File: src/rtl/updn_pkg.sv
package updn_pkg;
  typedef enum logic [1:0] {
    OP_HOLD = 2'd0,
    OP_LOAD = 2'd1,
    OP_INC  = 2'd2,
    OP_DEC  = 2'd3
  } step_op_e;
endpackage

File: src/rtl/updn_ctrl.sv
module updn_ctrl
  import updn_pkg::*;
(
  input  logic     load_n,
  input  logic     cen_n,
  input  logic     cen_fwd_n,
  input  logic     dir_up,
  output step_op_e op
);
  // Load overrides counting; either enable high freezes the stage.
  always_comb begin
    if (!load_n)                op = OP_LOAD;
    else if (cen_n || cen_fwd_n) op = OP_HOLD;
    else if (dir_up)            op = OP_INC;
    else                        op = OP_DEC;
  end
endmodule

File: src/rtl/updn_tc.sv
module updn_tc #(
  parameter int W = 4
) (
  input  logic [W-1:0] q,
  input  logic         dir_up,
  input  logic         cen_fwd_n,
  output logic         carry_n
);
  localparam logic [W-1:0] TOP = {W{1'b1}};
  logic at_end;

  // Terminal value depends on direction: all ones going up, zero going down.
  assign at_end  = dir_up ? (q == TOP) : (q == '0);
  assign carry_n = ~(~cen_fwd_n & at_end);
endmodule

File: src/rtl/updn_stage.sv
module updn_stage
  import updn_pkg::*;
#(
  parameter int W = 4
) (
  input  logic         clk,
  input  logic         rst_n,
  input  logic         load_n,
  input  logic         cen_n,
  input  logic         cen_fwd_n,
  input  logic         dir_up,
  input  logic [W-1:0] din,
  output logic [W-1:0] q,
  output logic         carry_n
);
  step_op_e     op;
  logic [W-1:0] q_nxt;

  updn_ctrl u_ctrl (
    .load_n    (load_n),
    .cen_n     (cen_n),
    .cen_fwd_n (cen_fwd_n),
    .dir_up    (dir_up),
    .op        (op)
  );

  updn_tc #(.W(W)) u_tc (
    .q         (q),
    .dir_up    (dir_up),
    .cen_fwd_n (cen_fwd_n),
    .carry_n   (carry_n)
  );

  always_comb begin
    unique case (op)
      OP_LOAD: q_nxt = din;
      OP_INC:  q_nxt = q + 1'b1;
      OP_DEC:  q_nxt = q - 1'b1;
      default: q_nxt = q;
    endcase
  end

  // One register for all bits: every bit changes on the same edge.
  always_ff @(posedge clk or negedge rst_n) begin
    if (!rst_n) q <= '0;
    else        q <= q_nxt;
  end

  p_load_r2: assert property (@(posedge clk) disable iff (!rst_n)
    !load_n |=> (q == $past(din)));

  p_inc_r3: assert property (@(posedge clk) disable iff (!rst_n)
    (load_n && !cen_n && !cen_fwd_n && dir_up) |=> (q == W'($past(q) + 1'b1)));

  p_dec_r4: assert property (@(posedge clk) disable iff (!rst_n)
    (load_n && !cen_n && !cen_fwd_n && !dir_up) |=> (q == W'($past(q) - 1'b1)));

  p_hold_r5: assert property (@(posedge clk) disable iff (!rst_n)
    (load_n && (cen_n || cen_fwd_n)) |=> $stable(q));
endmodule

File: src/rtl/updn_chain.sv
module updn_chain #(
  parameter int STAGE_W = 4,
  parameter int STAGES  = 3
) (
  input  logic                       clk,
  input  logic                       rst_n,
  input  logic                       load_n,
  input  logic                       cen_n,
  input  logic                       cen_fwd_n,
  input  logic                       dir_up,
  input  logic [STAGE_W*STAGES-1:0]  pdata,
  output logic [STAGE_W*STAGES-1:0]  count,
  output logic                       carry_n
);
  localparam int W = STAGE_W * STAGES;

  // fwd[k] is the forward enable into stage k; fwd[STAGES] is the chain carry.
  logic [STAGES:0] fwd;
  assign fwd[0] = cen_fwd_n;

  for (genvar k = 0; k < STAGES; k++) begin : g_stage
    updn_stage #(.W(STAGE_W)) u_stage (
      .clk       (clk),
      .rst_n     (rst_n),
      .load_n    (load_n),
      .cen_n     (cen_n),
      .cen_fwd_n (fwd[k]),
      .dir_up    (dir_up),
      .din       (pdata[k*STAGE_W +: STAGE_W]),
      .q         (count[k*STAGE_W +: STAGE_W]),
      .carry_n   (fwd[k+1])
    );
  end

  assign carry_n = fwd[STAGES];

  p_reset_r1: assert property (@(posedge clk)
    !rst_n |-> (count == '0));

  p_fwd_mask_r6: assert property (@(posedge clk) disable iff (!rst_n)
    cen_fwd_n |-> carry_n);

  p_full_carry_r6: assert property (@(posedge clk) disable iff (!rst_n)
    (!cen_fwd_n && dir_up && (count == {W{1'b1}})) |-> !carry_n);

  p_wrap_r7: assert property (@(posedge clk) disable iff (!rst_n)
    (!carry_n && load_n && !cen_n) |=> (count == {W{~$past(dir_up)}}));
endmodule

File: config.mk
export PLATFORM = sky130hd
export DESIGN_NAME = updn_chain
export DESIGN_NICKNAME = d
export VERILOG_FILES = /design/src/rtl/updn_pkg.sv /design/src/rtl/updn_ctrl.sv /design/src/rtl/updn_tc.sv /design/src/rtl/updn_stage.sv /design/src/rtl/updn_chain.sv
export SDC_FILE = /design/constraint.sdc
export NUM_CORES = 1
export LEC_CHECK = 0
export BUFFER_PORTS_ARGS = -buffer_cell sky130_fd_sc_hd__clkbuf_2
export CORE_MARGIN = 3
export CORE_UTILIZATION = 50
export DETAILED_ROUTE_END_ITERATION = 6
export GPL_TIMING_DRIVEN = 1
export HOLD_SLACK_MARGIN = 0.08
export PLACE_DENSITY = 0.82
export SYNTH_ARGS = -nofsm -noshare
export SYNTH_HDL_FRONTEND = slang
export SYNTH_HIERARCHICAL = 1
export SYNTH_SLANG_ARGS = --single-unit
File: constraint.sdc
create_clock -name clk -period 5.4 [get_ports clk]
set_clock_uncertainty 0.15 [all_clocks]
set_input_delay 0.27 -clock clk [delete_from_list [all_inputs] [get_ports clk]]
set_output_delay 0.27 -clock clk [all_outputs]
set_load 0.02 [all_outputs]
==> impl_results.md <==
* Adder-cell share of the synthesized area at 0.0366
* Vias at slightly below 1000
* First-pass GRT wire length at around 4000 µm
* Wire length per cell at 14.2 µm
* Core Footprint at 1820 µm²
* Fillers at 160
* Pin slew with the least headroom to its limit at between 0.9 and 1 ns
* # rows at 15
* Synth top area cells: dfrtp_1 29%, a211oi_1 4.4%, and2b_1 4.4%, ha_1 3.7%, nor4_2 3.7%
* DRC at 0
* Reg2reg setup slack at ~1.9 ns
* Clk slew on worst S/H paths at 0.08 ns
* Vias per inst at 6.02
* CP Capture Type: register
* Starting Density at 0.563
* Leakage power total at about 0.52 nW
* Rel. slew slack at 0.343
* # IOs at 31
* Worst Hold Class: in -> reg
* Root buffer cell: clkbuf_4
* Post-DP HPWL at approximately 1800 µm
* Power Density at around 240 nW/µm²
* Clk buf depth at 2
* Share of layout cells above drive strength 1 at 0.307
* Layout area overhead at 17.8%
* Mean Syn Cell Area at slightly above 9 µm²
* Asr flop ratio synth at 1.00
* Reg2reg start: g_stage[0].u_stage/q[1]$_DFFE_PN0P_
* Quantity of I/O buffers inserted on ports at 30
* Startpoint Class: register
* Achievable Freq at ~0.29 GHz
* Post-Synth Simple-Gate Area at 0.278
* Largest registers: g_stage.u_stage/q (12)
* Top_reg_cell synth: dfrtp_1
* Non-Filler Instances at 165
* Max-slew violation count at 0
* DP Worst Slack at 1.93 ns
* XOR/XNOR share of the synthesized area at 0.0256
* Most common cell in the synthesized netlist: dfrtp_1
* Setup repair after global routing missed its margin: false
* Fin worst setup slack at 1.93 ns
* Area leader, netlist: dfrtp_1
* Req. time, crit path at ~5.4 ns
* Layout Nets at 162
* CTS tree: done
* MaxCap Viol Count at 0
* Clock insertion delay at the later pin of the skew report at ~0.28 ns
* Sequential cell area at 300 µm²
* Largest net degree at the start of global routing at 13
* FF+latch count, synth at 12
* Reg2reg path depth at 11
* Max reg flops at 12
* Post-synth top area share at 0.293
* Largest Register: g_stage.u_stage/q
* Die H at around 51 µm
* Post-CTS setup buffers at 0
* CP max FO at 9
* Hold Path End: g_stage[0].u_stage/q[1]$_DFFE_PN0P_
* Total Routing Usage GR at 0.200
* Setup TNS at 0 ns
* Min-delay src: pdata[1]
* EDFF count, synth at 0
* Final Cycle Share at 0.643
* Die area at between 2000 and 3000 µm²
* Post-synthesis sequential area ratio at 0.293
* Warnings from Yosys at 6
* Final Hold Vio Count at 0
* Num CTS Buffers at 3
* Mapped Cells at 111
* Syn nets at roughly 130
* Post-synth cell types at 28
* Final Critical Period at about 3.5 ns
* Placed Cells at 160
* Die width at 51.3 µm
* Complex-gate fraction of the synthesized area at 0.249
* GRT overflow at 0
* Setup Crit Path Kind: reg -> reg
* H-tree levels at 1
* Mux contribution to synthesized area at 0.0623
* Maximum vdd drop at between 0.15 and 0.2 mV
* Synth Cell Area at 1020 µm²
* 1st-iter DRT viols at 8
* Multi-input logic area at 668 µm²
* Largest family of logic cells by synthesized area: simple AND/OR/NAND/NOR gates
* CTS Sinks at 12
* Initial antenna violation count at 0
* Worst Path Arrival at 3.49 ns
* WL final at 2350 µm
* Antenna Nets Post-Route at 0
* Gpl congestion at 0.715
* Number of global-route vias before repair at 915
* Total power at just under 0.3 mW
* TritonRoute pass-1 iters at 4
* Hold depth at 3
* Diode count at 0
* Status: finished, final reports clean
* FF-to-FF End: g_stage[2].u_stage/q[2]$_DFFE_PN0P_
* Final setup vio count at 0
through the flow:
| stage | util | hold WS, ns | area, µm² |
|---|---|---|---|
| 2_1_floorplan | - | -0.176 | 1020 |
| 3_3_place_gp | 0.638 | 0.0248 | 1160 |
| 3_5_place_dp | 0.638 | 0.0312 | 1160 |
| 4_1_cts | 0.663 | 0.139 | 1210 |
| 5_1_grt | 0.663 | 0.158 | 1210 |
| 6_report | 0.663 | 0.140 | 1210 |
worst max-delay path, cell delays in order, from the launching register on:
cell and delay [ns]:
dfrtp_1 0.49, nor4_2 0.29, a22oi_1 0.19, nor2_1 0.14, a22oi_1 0.16, nor3b_1 0.82, nand2_1 0.22, xnor2_1 0.19
ha_1 0.23, o21a_1 0.19, o32ai_1 0.23, a21oi_1 0.06
how the worst max path moves through the flow:
stage | start | endpoint | slack (ns) | depth (start not counted)
6_report | g_stage[0].u_stage/q[1]$_DFFE_PN0P_ | g_stage[2].u_stage/q[2]$_DFFE_PN0P_ | 1.93 | 11
5_1_grt | g_stage[0].u_stage/q[1]$_DFFE_PN0P_ | g_stage[2].u_stage/q[2]$_DFFE_PN0P_ | 1.65 | 11
4_1_cts | g_stage[0].u_stage/q[1]$_DFFE_PN0P_ | g_stage[2].u_stage/q[2]$_DFFE_PN0P_ | 1.91 | 11
3_5_place_dp | g_stage[0].u_stage/q[1]$_DFFE_PN0P_ | g_stage[2].u_stage/q[2]$_DFFE_PN0P_ | 1.93 | 11
3_3_place_gp | g_stage[0].u_stage/q[1]$_DFFE_PN0P_ | g_stage[2].u_stage/q[2]$_DFFE_PN0P_ | 2.26 | 11
2_1_floorplan | g_stage[0].u_stage/q[0]$_DFFE_PN0P_ | g_stage[2].u_stage/q[2]$_DFFE_PN0P_ | 2.60 | 12
kinds of logic after synthesis:
family	after synthesis
AND/OR/NAND/NOR	42
AO/OA/AOI/OAI	36
flip-flops	12
buffers and inverters	9
multiplexers	6
XOR/XNOR	3
adder cells (fa/ha/maj)	3
report_power, final:
| part | internal, mW | total (mW) | switching (mW) |
|---|---|---|---|
| logic | 0.0418 | 0.0912 | 0.0494 |
| registers | 0.101 | 0.127 | 0.0263 |
| clock network | 0.0411 | 0.0747 | 0.0336 |
| total | 0.184 | 0.293 | 0.109 |
layout make-up:
cell class | count | share of cell area
well taps | 25 | 0.0259
inverters | 3 | 0.00933
repair buffers | 31 | 0.133
clock buffers | 4 | 0.0301
flip-flops and latches | 12 | 0.249
multi-input cells | 90 | 0.553
routing by layer:
layer / global-route usage / routed length (µm) / vias to the layer above
met5: 0 / 0 / -
met4: 0.0393 / 23 / 0
met3: 0.0671 / 151 / 4
met2: 0.343 / 1170 / 36
met1: 0.242 / 1010 / 462
li1: - / - / 491
timing repair:
action	4_1_cts	5_1_grt
hold buffers	1	0
resized for setup	0	0
endpoints found under the hold margin	12	0
setup endpoints to repair	0	0
cell usage in the layout (no fill, tap or decap):
| master | Yosys | layout |
|---|---|---|
| or4b_1 | 3 | 3 |
| nor3b_1 | 3 | 3 |
| inv_1 | 3 | 3 |
| ha_1 | 3 | 3 |
| nand4b_1 | 3 | 3 |
| clkbuf_8 | 0 | 1 |
| nor2b_1 | 3 | 3 |
| xnor2_1 | 3 | 3 |
| dlygate4sd3_1 | 0 | 1 |
| clkbuf_2 | 0 | 30 |
| and4_1 | 3 | 3 |
| mux2i_1 | 3 | 3 |
| nor4_2 | 3 | 3 |
| o32ai_1 | 3 | 3 |
| o31ai_2 | 3 | 3 |
| o21ai_0 | 6 | 6 |
| nand2_1 | 6 | 6 |
| a21o_1 | 3 | 3 |
| a211oi_1 | 6 | 6 |
| nor3_1 | 3 | 3 |
| dfrtp_1 | 12 | 12 |
| mux2_2 | 3 | 3 |
| and2b_1 | 6 | 6 |
| a22oi_1 | 3 | 3 |
| clkbuf_4 | 0 | 3 |
| a21oi_1 | 6 | 6 |
| nand3_1 | 6 | 6 |
| a31oi_1 | 3 | 3 |
| o21a_1 | 3 | 3 |
| nor2_1 | 3 | 3 |
(Power assumes the default switching activity.)
